File: src/rtl/win_shadow_pkg.sv
package win_shadow_pkg;
  // Control word layout: hold-off bits, channel enables, immediate enable, frame-sync enable.
  function automatic int hold_bit(input int w);
    return w;
  endfunction

  function automatic int chan_bit(input int nwin, input int w);
    return nwin + w;
  endfunction

  function automatic int ven_bit(input int nwin);
    return 2 * nwin;
  endfunction

  function automatic int ven_f_bit(input int nwin);
    return 2 * nwin + 1;
  endfunction
endpackage

File: src/rtl/win_shadow_slot.sv
module win_shadow_slot #(
  parameter int NREG = 4,
  parameter int DW   = 32
) (
  input  logic                 clk,
  input  logic                 rst_n,
  input  logic [NREG-1:0]      reg_we,
  input  logic [DW-1:0]        wdata,
  input  logic                 load,
  input  logic                 chan_wr,
  output logic [NREG*DW-1:0]   wr_flat,
  output logic [NREG*DW-1:0]   act_flat,
  output logic                 act_chan
);
  logic [NREG-1:0][DW-1:0] wr_q, wr_d;
  logic [NREG-1:0][DW-1:0] act_q, act_d;
  logic                    chan_q, chan_d;

  // Next state: staged words take writes, live words take staged at load.
  always_comb begin
    for (int r = 0; r < NREG; r++) begin
      wr_d[r] = reg_we[r] ? wdata : wr_q[r];
    end
    act_d  = load ? wr_q : act_q;
    chan_d = load ? chan_wr : chan_q;
  end

  always_ff @(posedge clk or negedge rst_n) begin
    if (!rst_n) begin
      wr_q   <= '0;
      act_q  <= '0;
      chan_q <= 1'b0;
    end else begin
      wr_q   <= wr_d;
      act_q  <= act_d;
      chan_q <= chan_d;
    end
  end

  assign wr_flat  = wr_q;
  assign act_flat = act_q;
  assign act_chan = chan_q;
endmodule

File: src/rtl/win_shadow_ctl.sv
module win_shadow_ctl import win_shadow_pkg::*; #(
  parameter int NWIN = 5,
  localparam int CW  = 2 * NWIN + 2
) (
  input  logic          clk,
  input  logic          rst_n,
  input  logic          we,
  input  logic [CW-1:0] wdata,
  input  logic          vsync,
  output logic [CW-1:0] ctl_q,
  output logic          video_on
);
  logic [CW-1:0] ctl_d;
  logic          von_q, von_d;
  logic          en_now, en_sync;

  assign en_now  = ctl_q[ven_bit(NWIN)];
  assign en_sync = ctl_q[ven_f_bit(NWIN)];

  // Output may start only on a frame boundary, but stops as soon as the
  // immediate enable is gone.
  always_comb begin
    ctl_d = we ? wdata : ctl_q;
    if (vsync) von_d = en_now & en_sync;
    else       von_d = von_q & en_now;
  end

  always_ff @(posedge clk or negedge rst_n) begin
    if (!rst_n) begin
      ctl_q <= '0;
      von_q <= 1'b0;
    end else begin
      ctl_q <= ctl_d;
      von_q <= von_d;
    end
  end

  assign video_on = von_q;
endmodule

File: src/rtl/win_shadow_bank.sv
module win_shadow_bank import win_shadow_pkg::*; #(
  parameter int NWIN = 5,
  parameter int NREG = 4,
  parameter int DW   = 32,
  localparam int NCFG = NWIN * NREG,
  localparam int AW   = $clog2(NCFG + 1),
  localparam int CW   = 2 * NWIN + 2
) (
  input  logic                     clk,
  input  logic                     rst_n,
  input  logic                     wr_en,
  input  logic [AW-1:0]            wr_addr,
  input  logic [DW-1:0]            wr_data,
  input  logic [AW-1:0]            rd_addr,
  output logic [DW-1:0]            rd_data,
  input  logic                     vsync,
  output logic [NCFG*DW-1:0]       act_cfg,
  output logic [NWIN-1:0]          act_chan_en,
  output logic                     video_on
);
  logic [NCFG-1:0]    cfg_we;
  logic               ctl_we;
  logic [CW-1:0]      ctl_q;
  logic [NCFG*DW-1:0] wr_flat;

  // Write decode
  always_comb begin
    cfg_we = '0;
    if (wr_en && (wr_addr < AW'(NCFG))) cfg_we[wr_addr] = 1'b1;
  end
  assign ctl_we = wr_en && (wr_addr == AW'(NCFG));

  win_shadow_ctl #(.NWIN(NWIN)) u_ctl (
    .clk      (clk),
    .rst_n    (rst_n),
    .we       (ctl_we),
    .wdata    (wr_data[CW-1:0]),
    .vsync    (vsync),
    .ctl_q    (ctl_q),
    .video_on (video_on)
  );

  for (genvar w = 0; w < NWIN; w++) begin : g_win
    win_shadow_slot #(.NREG(NREG), .DW(DW)) u_slot (
      .clk      (clk),
      .rst_n    (rst_n),
      .reg_we   (cfg_we[w*NREG +: NREG]),
      .wdata    (wr_data),
      .load     (vsync & ~ctl_q[hold_bit(w)]),
      .chan_wr  (ctl_q[chan_bit(NWIN, w)]),
      .wr_flat  (wr_flat[w*NREG*DW +: NREG*DW]),
      .act_flat (act_cfg[w*NREG*DW +: NREG*DW]),
      .act_chan (act_chan_en[w])
    );
  end

  // Read mux returns the staged copy
  always_comb begin
    rd_data = '0;
    if (rd_addr < AW'(NCFG))       rd_data = wr_flat[int'(rd_addr)*DW +: DW];
    else if (rd_addr == AW'(NCFG)) rd_data = DW'(ctl_q);
  end
endmodule

File: config.mk
export PLATFORM = sky130hd
export DESIGN_NAME = win_shadow_bank
export DESIGN_NICKNAME = d
export VERILOG_FILES = /design/src/rtl/win_shadow_pkg.sv /design/src/rtl/win_shadow_slot.sv /design/src/rtl/win_shadow_ctl.sv /design/src/rtl/win_shadow_bank.sv
export SDC_FILE = /design/constraint.sdc
export NUM_CORES = 1
export LEC_CHECK = 0
export ABC_CLOCK_PERIOD_IN_PS = 2000
export BUFFER_PORTS_ARGS = -buffer_cell sky130_fd_sc_hd__clkbuf_2
export CORE_MARGIN = 3
export CORE_UTILIZATION = 52
export DETAILED_ROUTE_END_ITERATION = 10
export PLACE_DENSITY = 0.76
export SYNTH_ARGS = -nofsm -noshare
export SYNTH_HDL_FRONTEND = slang
export SYNTH_HIERARCHICAL = 1
export SYNTH_SLANG_ARGS = --single-unit
File: constraint.sdc
create_clock -name clk -period 2 [get_ports clk]
set_input_delay 0.4 -clock clk [delete_from_list [all_inputs] [get_ports clk]]
set_output_delay 0.4 -clock clk [all_outputs]
set_load 0.1 [all_outputs]
==> results.md, run 1 <==
Layout:
- The number of inserted filler cells in the final layout is 6880.
- The utilization of the core after routing is 67.2%.
- The multi-input combinational cells in the finished layout cover a total of 0.0202 mm2.
- The sequential cell area is 0.0325 mm2.
- The signed area change from the synthesized netlist to the final layout is 27.4%.
- In the layout the commonest cells are 1296 x dfrtp_1, 1242 x mux2_2, 500 x clkbuf_4.
- Of the cells placed in the final design, the portion with a size suffix greater than 1 is 62.4%.
- The net count of the finished layout is 4391.
- The leading cell type in the layout, fill and taps excluded is dfrtp_1.

Worst hold path:
- The worst hold path endpoint is u_ctl/video_on.
- The cell depth of the worst min-delay path is 3.
- In this run the most critical hold path is launched from vsync.
- The class of the tightest hold or removal check is in2reg.

Setup path:
- Among cell families on the critical path, the largest total delay comes from multiplexers.
- The start point of the critical path is g_win[1].u_slot/wr_flat[31].
- The endpoint identified for the worst register-to-register timing path is g_win[1].u_slot/act_flat[35].
- The category of the worst setup path capture point is an output port.
- Along the worst path, the maximum fanout reaches 2.
- The worst register-to-register path has a setup slack of 0.39 ns.
- The kind of critical path is reg2out.
- The worst flop-to-flop path startpoint is u_ctl/ctl_q[1].
- The slowest cell on the critical path is mux4_2.
- STA classifies the critical path startpoint as a register.
- Data on the critical path arrives at its endpoint at 2.51 ns.
- The depth of the worst register-to-register path is 4.
- The required time at the endpoint of the critical path is 1.60 ns.
- The stage delay of the slowest cell on the critical path is 0.49 ns.
- The number of buffers and inverters on the critical path is 3.
- Traced cell by cell, the critical path runs through mux4_2, mux2i_2, buf_4, o211ai_1, buf_4, buf_12.
- The most repeated library cell on the critical path is buf_4.

Detailed routing:
- For this block, the initial DRC count from the detailed router was 2511.
- The average wire per cell in the routed design is 27.9 um.
- In the routed layout, each cell is associated on average with a via count of 5.80.
- After detailed routing, the total wire length is 163 mm.
- For this run, design rule violations remaining after detail routing come to 0.
- The antenna violation net count after detailed routing is 0.
- The first detailed-routing pass ran for 8 iterations.
- The count of vias placed by the detailed router is 33800.

Yosys:
- The top cell type by total area after synthesis is dfrtp_1.
- In the post-synthesis netlist, the biggest area contributors are dfrtp_1 60%, mux2_2 26%, mux4_2 4.0%.
- The net count after synthesis is 3328.
- The post-synthesis sequential element count is 1298.
- The cell count after synthesis is 3282.
- The synthesized-area fraction occupied by ao, oa, aoi and oai cells is 1.50%.
- In this run, distinct cell masters in the synthesized netlist total 24.
- Of the total synthesized cell area, the portion taken by XOR and XNOR cells is 0%.
- The post-synthesis sequential area ratio is 60.2%.
- The top flip-flop cell by instance count after synthesis is dfrtp_1.
- After synthesis, the share of cell area in mux cells is 34.1%.
- The count of flip-flops with a built-in enable after synthesis is 0.
- The share of synthesized area in the top cell type comes to 60.2%.
- The synthesized area per cell is 16.4 um2.
- The synthesized netlist devotes 0.905% of its cell area to simple gates.
- The count of yosys warnings during synthesis is 6.
- The largest family of logic cells by synthesized area is multiplexers.
- The adder and majority cell fraction of the synthesized area is 0%.
- The total standard cell area after synthesis is 0.0539 mm2.
- In the synthesized netlist the async set-or-reset flop fraction comes to 100%.

Outcome:
- The run finished, with violations left.
- The checks that failed: setup timing.

Clock tree:
- In this run, CTS created clock tree buffers numbering 136.
- The clock input transition at the sequential cells of the worst setup and hold paths is 0.07 ns.
- TritonCTS built the clock tree.
- The worst-skew pair later-pin latency is 0.74 ns.
- The CTS sink count is 1298.
- The cell at the root of the clock tree is clkbuf_16.
- Counting along the longest clock path gives a buffer depth of 3.
- The total number of H-tree levels is 4.

Die:
- The horizontal die dimension is 328 um.
- The floorplan step set the die height to 328 um.
- The region available for standard cell placement spans 0.102 mm2.
- The effective utilization at floorplan is 52.7%.
- The die footprint is 0.108 mm2.
- The count of standard-cell rows is 117.
- The number of top-level design ports is 724.

Placement:
- The count of buffers from port buffering is 723.
- The weighted congestion reported at the end of routability-driven placement is 0.926.
- The setup slack after placement is -0.682 ns.
- The HPWL after detailed placement is 118 mm.

Timing:
- The post-route fraction of the period consumed by the critical path is 145%.
- Between clock sinks in the finished design, the worst skew comes to 0.0286 ns.
- Setup violations remaining at the end of the flow were counted as 32.
- The final count of pins violating max slew is 0.
- At the pin with the least slew margin, the transition time is 0.888 ns.
- Setup slack on the critical path of the routed design comes to -0.906 ns.
- The final number of hold-violating endpoints is 0.
- The peak clock frequency supported by timing is 0.344 GHz.
- Setup repair after global routing could not meet its margin everywhere.
- The worst max-slew margin expressed relative to the limit is 40.5%.
- The post-layout minimum cycle time is 2.91 ns.

Global routing:
- The maximum number of pins on one net before global-route repair is 83.
- The first global-routing pass estimated 239 mm of wire.
- The initial antenna violation count came to 10.
- Across every metal layer, demand over resource in global routing totals 30.2%.
- Global routing finished with a remaining overflow of 0.
- The via count of the first global-routing pass was 35100.

Power and ir drop:
- The analysis attributes to cell leakage a power of 32.6 nW.
- The maximum resistive drop on vdd is 1440 uV.
- The overall power consumption is 116 mW.
- The power density over the cells is 1690 mW/mm2.

Flow run:
- The total of max-cap violations is 0.
==> worst reg2reg max path, cell delays in order (launching register included) <==
cell and delay [ns]:
dfrtp_1 0.42, nor2b_4 0.17, buf_12 0.26, buf_12 0.27, mux2_2 0.39
==> area by class of cell <==
cell class              instances  area share (%)
flip-flops and latches       1298            47.3
multi-input cells            1765            29.4
repair buffers               1144            14.1
diodes                          6          0.0218
clock inverters                41           0.675
well taps                    1368            2.49
clock buffers                 205            6.01
==> stage by stage <==
stage / cell area, um2 / setup TNS [ns] / cells / hold slack, ns
global placement: 61900 / -19.38 / 5496 / 0.357
finish: 68700 / -22.15 / 5827 / 0.0990
detailed placement: 61900 / -20.10 / 5496 / 0.358
CTS: 68400 / -23.58 / 5798 / 0.0380
floorplan: 54000 / -31.99 / 3282 / 0.104
global route: 68700 / -24.35 / 5821 / 0.105
==> worst max-delay path by stage <==
stage                        to  depth (start not counted)
finish              rd_data[31]                          6
global route        rd_data[31]                          6
CTS                 rd_data[31]                          6
detailed placement  rd_data[10]                          6
global placement    rd_data[10]                          6
floorplan           rd_data[21]                          6
==> where the power goes <==
group / switching, mW / internal, mW
sequential: 5.16 / 33.0
combinational: 39.8 / 12.7
clock: 10.5 / 15.2
total: 55.5 / 60.9
==> timing repair <==
| item | in CTS | in global routing |
|---|---|---|
| pin swaps | 19 | 13 |
| setup buffers | 54 | 23 |
| setup endpoints to repair | 532 | 75 |
| gates cloned | 1 | 0 |
| resized for setup | 544 | 61 |
| hold buffers | 1 | 0 |
| endpoints found under the hold margin | 241 | 0 |
==> cells by family after synthesis <==
group,after synthesis
and+or+nand+nor,102
muxes,1554
buffers and inverters,220
DFF,1298
AOI/OAI and AO/OA,108
==> cell usage after synthesis, types with 2 or more instances <==
cell type  count
a22oi_1       76
buf_2         26
buf_4         71
buf_6         80
clkbuf_1      23
clkbuf_2      20
dfrtp_1     1298
mux2_1        45
mux2_2      1242
mux2_4        10
mux2i_1      161
mux4_2        96
nand2_1       22
nand2b_1       3
nand3_1       36
nor2_1        22
nor2b_1       11
nor3_1         2
o211ai_1      32
or2_2          2
==> metal layers <==
metal	vias up	track usage (%)	part of all wire, %
met5	-	0	0.033
met4	10	14.2	5.0
met3	347	7.44	7.2
met2	1236	44.8	45
met1	18000	42.1	43
li1	14200	-	-
==> state kept, by name, indices dropped and copies added, names as in the netlist <==
| signal | count |
|---|---|
| g_win.u_slot/act_flat | 640 |
| g_win.u_slot/wr_flat | 640 |
| u_ctl/ctl_q | 12 |
| g_win.u_slot/act_chan | 5 |
| u_ctl/video_on | 1 |
Note: power is estimated with default switching activity, not from simulation.
==> inputs of run 2 (changes only) <==
CORE_UTILIZATION = 40   (was 52)
PLACE_DENSITY = not set   (was 0.76)
==> run 2 against run 1 <==
Compared with the run above:
- setup slack got worse by 0.16 ns
- flip-flop and latch count unchanged
- critical endpoint is now rd_data[16]
- die area grew 29%
- the flow still finishes with violations (setup timing)
- highest routed layer unchanged
==> results.md, run 2 (synthesis gave the netlist of run 1 again) <==
Layout:
- The area growth from synthesis to layout is 31.6%.
- In the final layout, the multi-input gates occupy 0.0201 mm2.
- The number of inserted filler cells in the final layout is 11100.
- The final non-filler cell area is 0.0710 mm2.
- The share of cells above drive strength 1 is 62.7%.
- Across the whole layout, storage elements account for 0.0325 mm2.
- In the layout the commonest cells are 1295 x dfrtp_1, 1242 x mux2_2, 536 x clkbuf_4.
- The net count of the finished layout is 4473.
- Leaving out fill and tap cells, the most frequent cell in the layout is dfrtp_1.

Timing:
- The maximum clock skew at final layout is 0.0261 ns.
- The slack of the critical path is -1.06 ns.
- The minimum hold slack is 0.101 ns.
- For the final routed database, the setup TNS stands at -24.99 ns.
- Setup violations remaining at the end of the flow were counted as 32.
- Of the available clock period, the critical path in the final layout requires 153%.
- The worst max-slew margin expressed relative to the limit is 31.8%.
- The final count of pins violating max slew is 0.
- For this run, the top clock speed supported by timing is 0.327 GHz.
- The final number of hold-violating endpoints is 0.
- Setup repair after global routing could not meet its margin everywhere.
- The routed design could run at a clock period as short as 3.06 ns.
- At the pin with the least slew margin, the transition time is 1.02 ns.

Global routing:
- Global routing used 37.8% of the available met2 tracks.
- For this run, the total global-route usage over all layers was measured as 24.7%.
- The total congestion overflow is 0.
- The global-route wire length before repair is 254 mm.
- For this run, global-route usage on met1 was measured as 34.9%.
- The via count of the first global-routing pass is 34900.
- Entering global routing, the biggest net connects 103 pins.
- The global routing stage identified its most utilized layer as met2.
- The initial antenna violation count came to 9.
- Global routing consumed, on the met3 layer, 6.20% of the routing resources.

Setup path:
- The category of the worst setup path capture point is an output port.
- The critical path startpoint category is a register.
- Of all nets on the critical path, the largest fanout is 2.
- For the worst setup path, the data arrival time is 2.66 ns.
- Counting both buffers and inverters, the worst setup path holds a total of 1.
- In this design, the largest share of critical-path delay is due to multiplexers.
- The slowest cell on the critical path is mux4_2.
- Data on the critical path is required at its endpoint by 1.60 ns.
- The stage delay of the slowest cell on the critical path is 0.51 ns.
- Traced cell by cell, the critical path runs through mux4_2, mux2i_4, o211ai_1, buf_12.
- The kind of critical path is reg2out.

Die:
- The horizontal die dimension is 373 um.
- 724 I/O pins were placed.
- In this run the vertical extent of the chip is 373 um.
- The initial utilization of the core area, before any placement, comes to 40.4%.
- The count of standard-cell rows is 134.
- The total core area is 0.134 mm2.
- The die footprint is 0.139 mm2.

Power and ir drop:
- The power density over the cells is 1670 mW/mm2.
- Across the VDD grid, the largest voltage drop is 1420 uV.
- The leakage power figure is 33.4 nW.

Clock tree:
- The cell at the root of the clock tree is clkbuf_16.
- The clock input transition at the sequential cells of the worst setup and hold paths is 0.06 ns.
- The worst-skew pair later-pin latency is 0.79 ns.
- The number of buffers created by CTS is 142.
- TritonCTS built the clock tree.
- For this design, the sink count on the clock tree is 1298.
- The total number of H-tree levels is 4.
- The number of buffers between clock root and the deepest sink is 3.

Flow run:
- Across the run, the number of max-cap violations was 0.

Placement:
- The weighted congestion reported at the end of routability-driven placement is 0.880.
- The post-DP HPWL is 128 mm.
- The placed cell area is 0.0636 mm2.
- Port buffering added 723 buffers.

Outcome:
- The run finished, with violations left.
- The final reports fail on setup timing.

Detailed routing:
- For this run, design rule violations remaining after detail routing come to 0.
- The first detailed-routing pass ran for 5 iterations.
- After detailed routing, the average wire length per cell comes to 27.5 um.
- After detailed routing, the number of vias per cell comes to 5.29.
- The initial DRC count is 2076.
- The antenna violation net count after detailed routing is 0.
- The total wire length is 174 mm.
- The count of vias placed by the detailed router is 33300.

Worst hold path:
- The path class of the tightest hold or removal check is in2reg.
run 2: cell count changes in the layout (fill, tap and decap cells not counted), moves of 8 or more:
cell,delta
buf_12,+19
buf_2,-43
buf_4,+70
clkbuf_2,-99
clkbuf_4,+36
clkbuf_8,+99
mux2i_1,+14
mux2i_2,-8
run 2: final cells by class:
cell class	instances	area share (%)
antenna	4	0.0141
sequential	1298	45.7
tap	1768	3.12
clock inverter	33	0.603
multi-input combinational	1764	28.3
timing repair buffer	1221	16.1
clock buffer	220	6.09
run 2: worst register-to-register path: stages, from the launching register on:
cell and delay (ns):
dfrtp_1 0.44, nor2b_4 0.17, buf_12 0.23, buf_4 0.28
mux2_2 0.36
run 2: per-stage QoR:
stage / instances / setup slack (ns) / power, mW / utilization [%]
2_1_floorplan: 3282 / -1.05 / 76.5 / -
3_3_place_gp: 6018 / -1.01 / 89.2 / 47.6
3_5_place_dp: 6018 / -0.991 / 89.6 / 47.6
4_1_cts: 6300 / -1.12 / 120 / 53.1
5_1_grt: 6304 / -1.11 / 123 / 53.1
6_report: 6308 / -1.06 / 119 / 53.1
run 2: metal layers:
layer,wire length (um),vias to the layer above
met1,79000,17800
met2,78700,922
met4,4720,4
met5,27,-
li1,-,14400
met3,11200,203
run 2: repair_timing:
action                                 4_1_cts  5_1_grt
gates cloned                                 0        0
gates resized for setup                    766       12
endpoints found under the hold margin      525        0
pin swaps                                   18       15
setup endpoints to repair                  668       35
buffers inserted                            31        4
hold buffers                                 1        0
run 2: worst paths after layout:
| path | startpoint | to | slack, ns | cells past startpoint |
|---|---|---|---|---|
| setup / recovery | g_win[1].u_slot/wr_flat[112] | rd_data[16] | -1.06 | 4 |
| hold / removal | vsync | u_ctl/video_on | 0.10 | 3 |
| setup reg to reg | u_ctl/ctl_q[0] | g_win[0].u_slot/act_flat[64] | 0.41 | 4 |
| hold reg to reg | g_win[0].u_slot/act_flat[10] | g_win[0].u_slot/act_flat[10] | 0.50 | 1 |
| max in group asynchronous | rst_n | g_win[1].u_slot/act_flat[10] | 0.88 | 3 |
| min in group asynchronous | rst_n | g_win[2].u_slot/act_flat[58] | 0.13 | 2 |
run 2: report_power, final:
part	switching (mW)	total, mW	internal, mW
clock	10.9	26.6	15.7
sequential	5.35	38.3	33.0
combinational	39.7	53.9	14.1
total	56.0	119	62.8
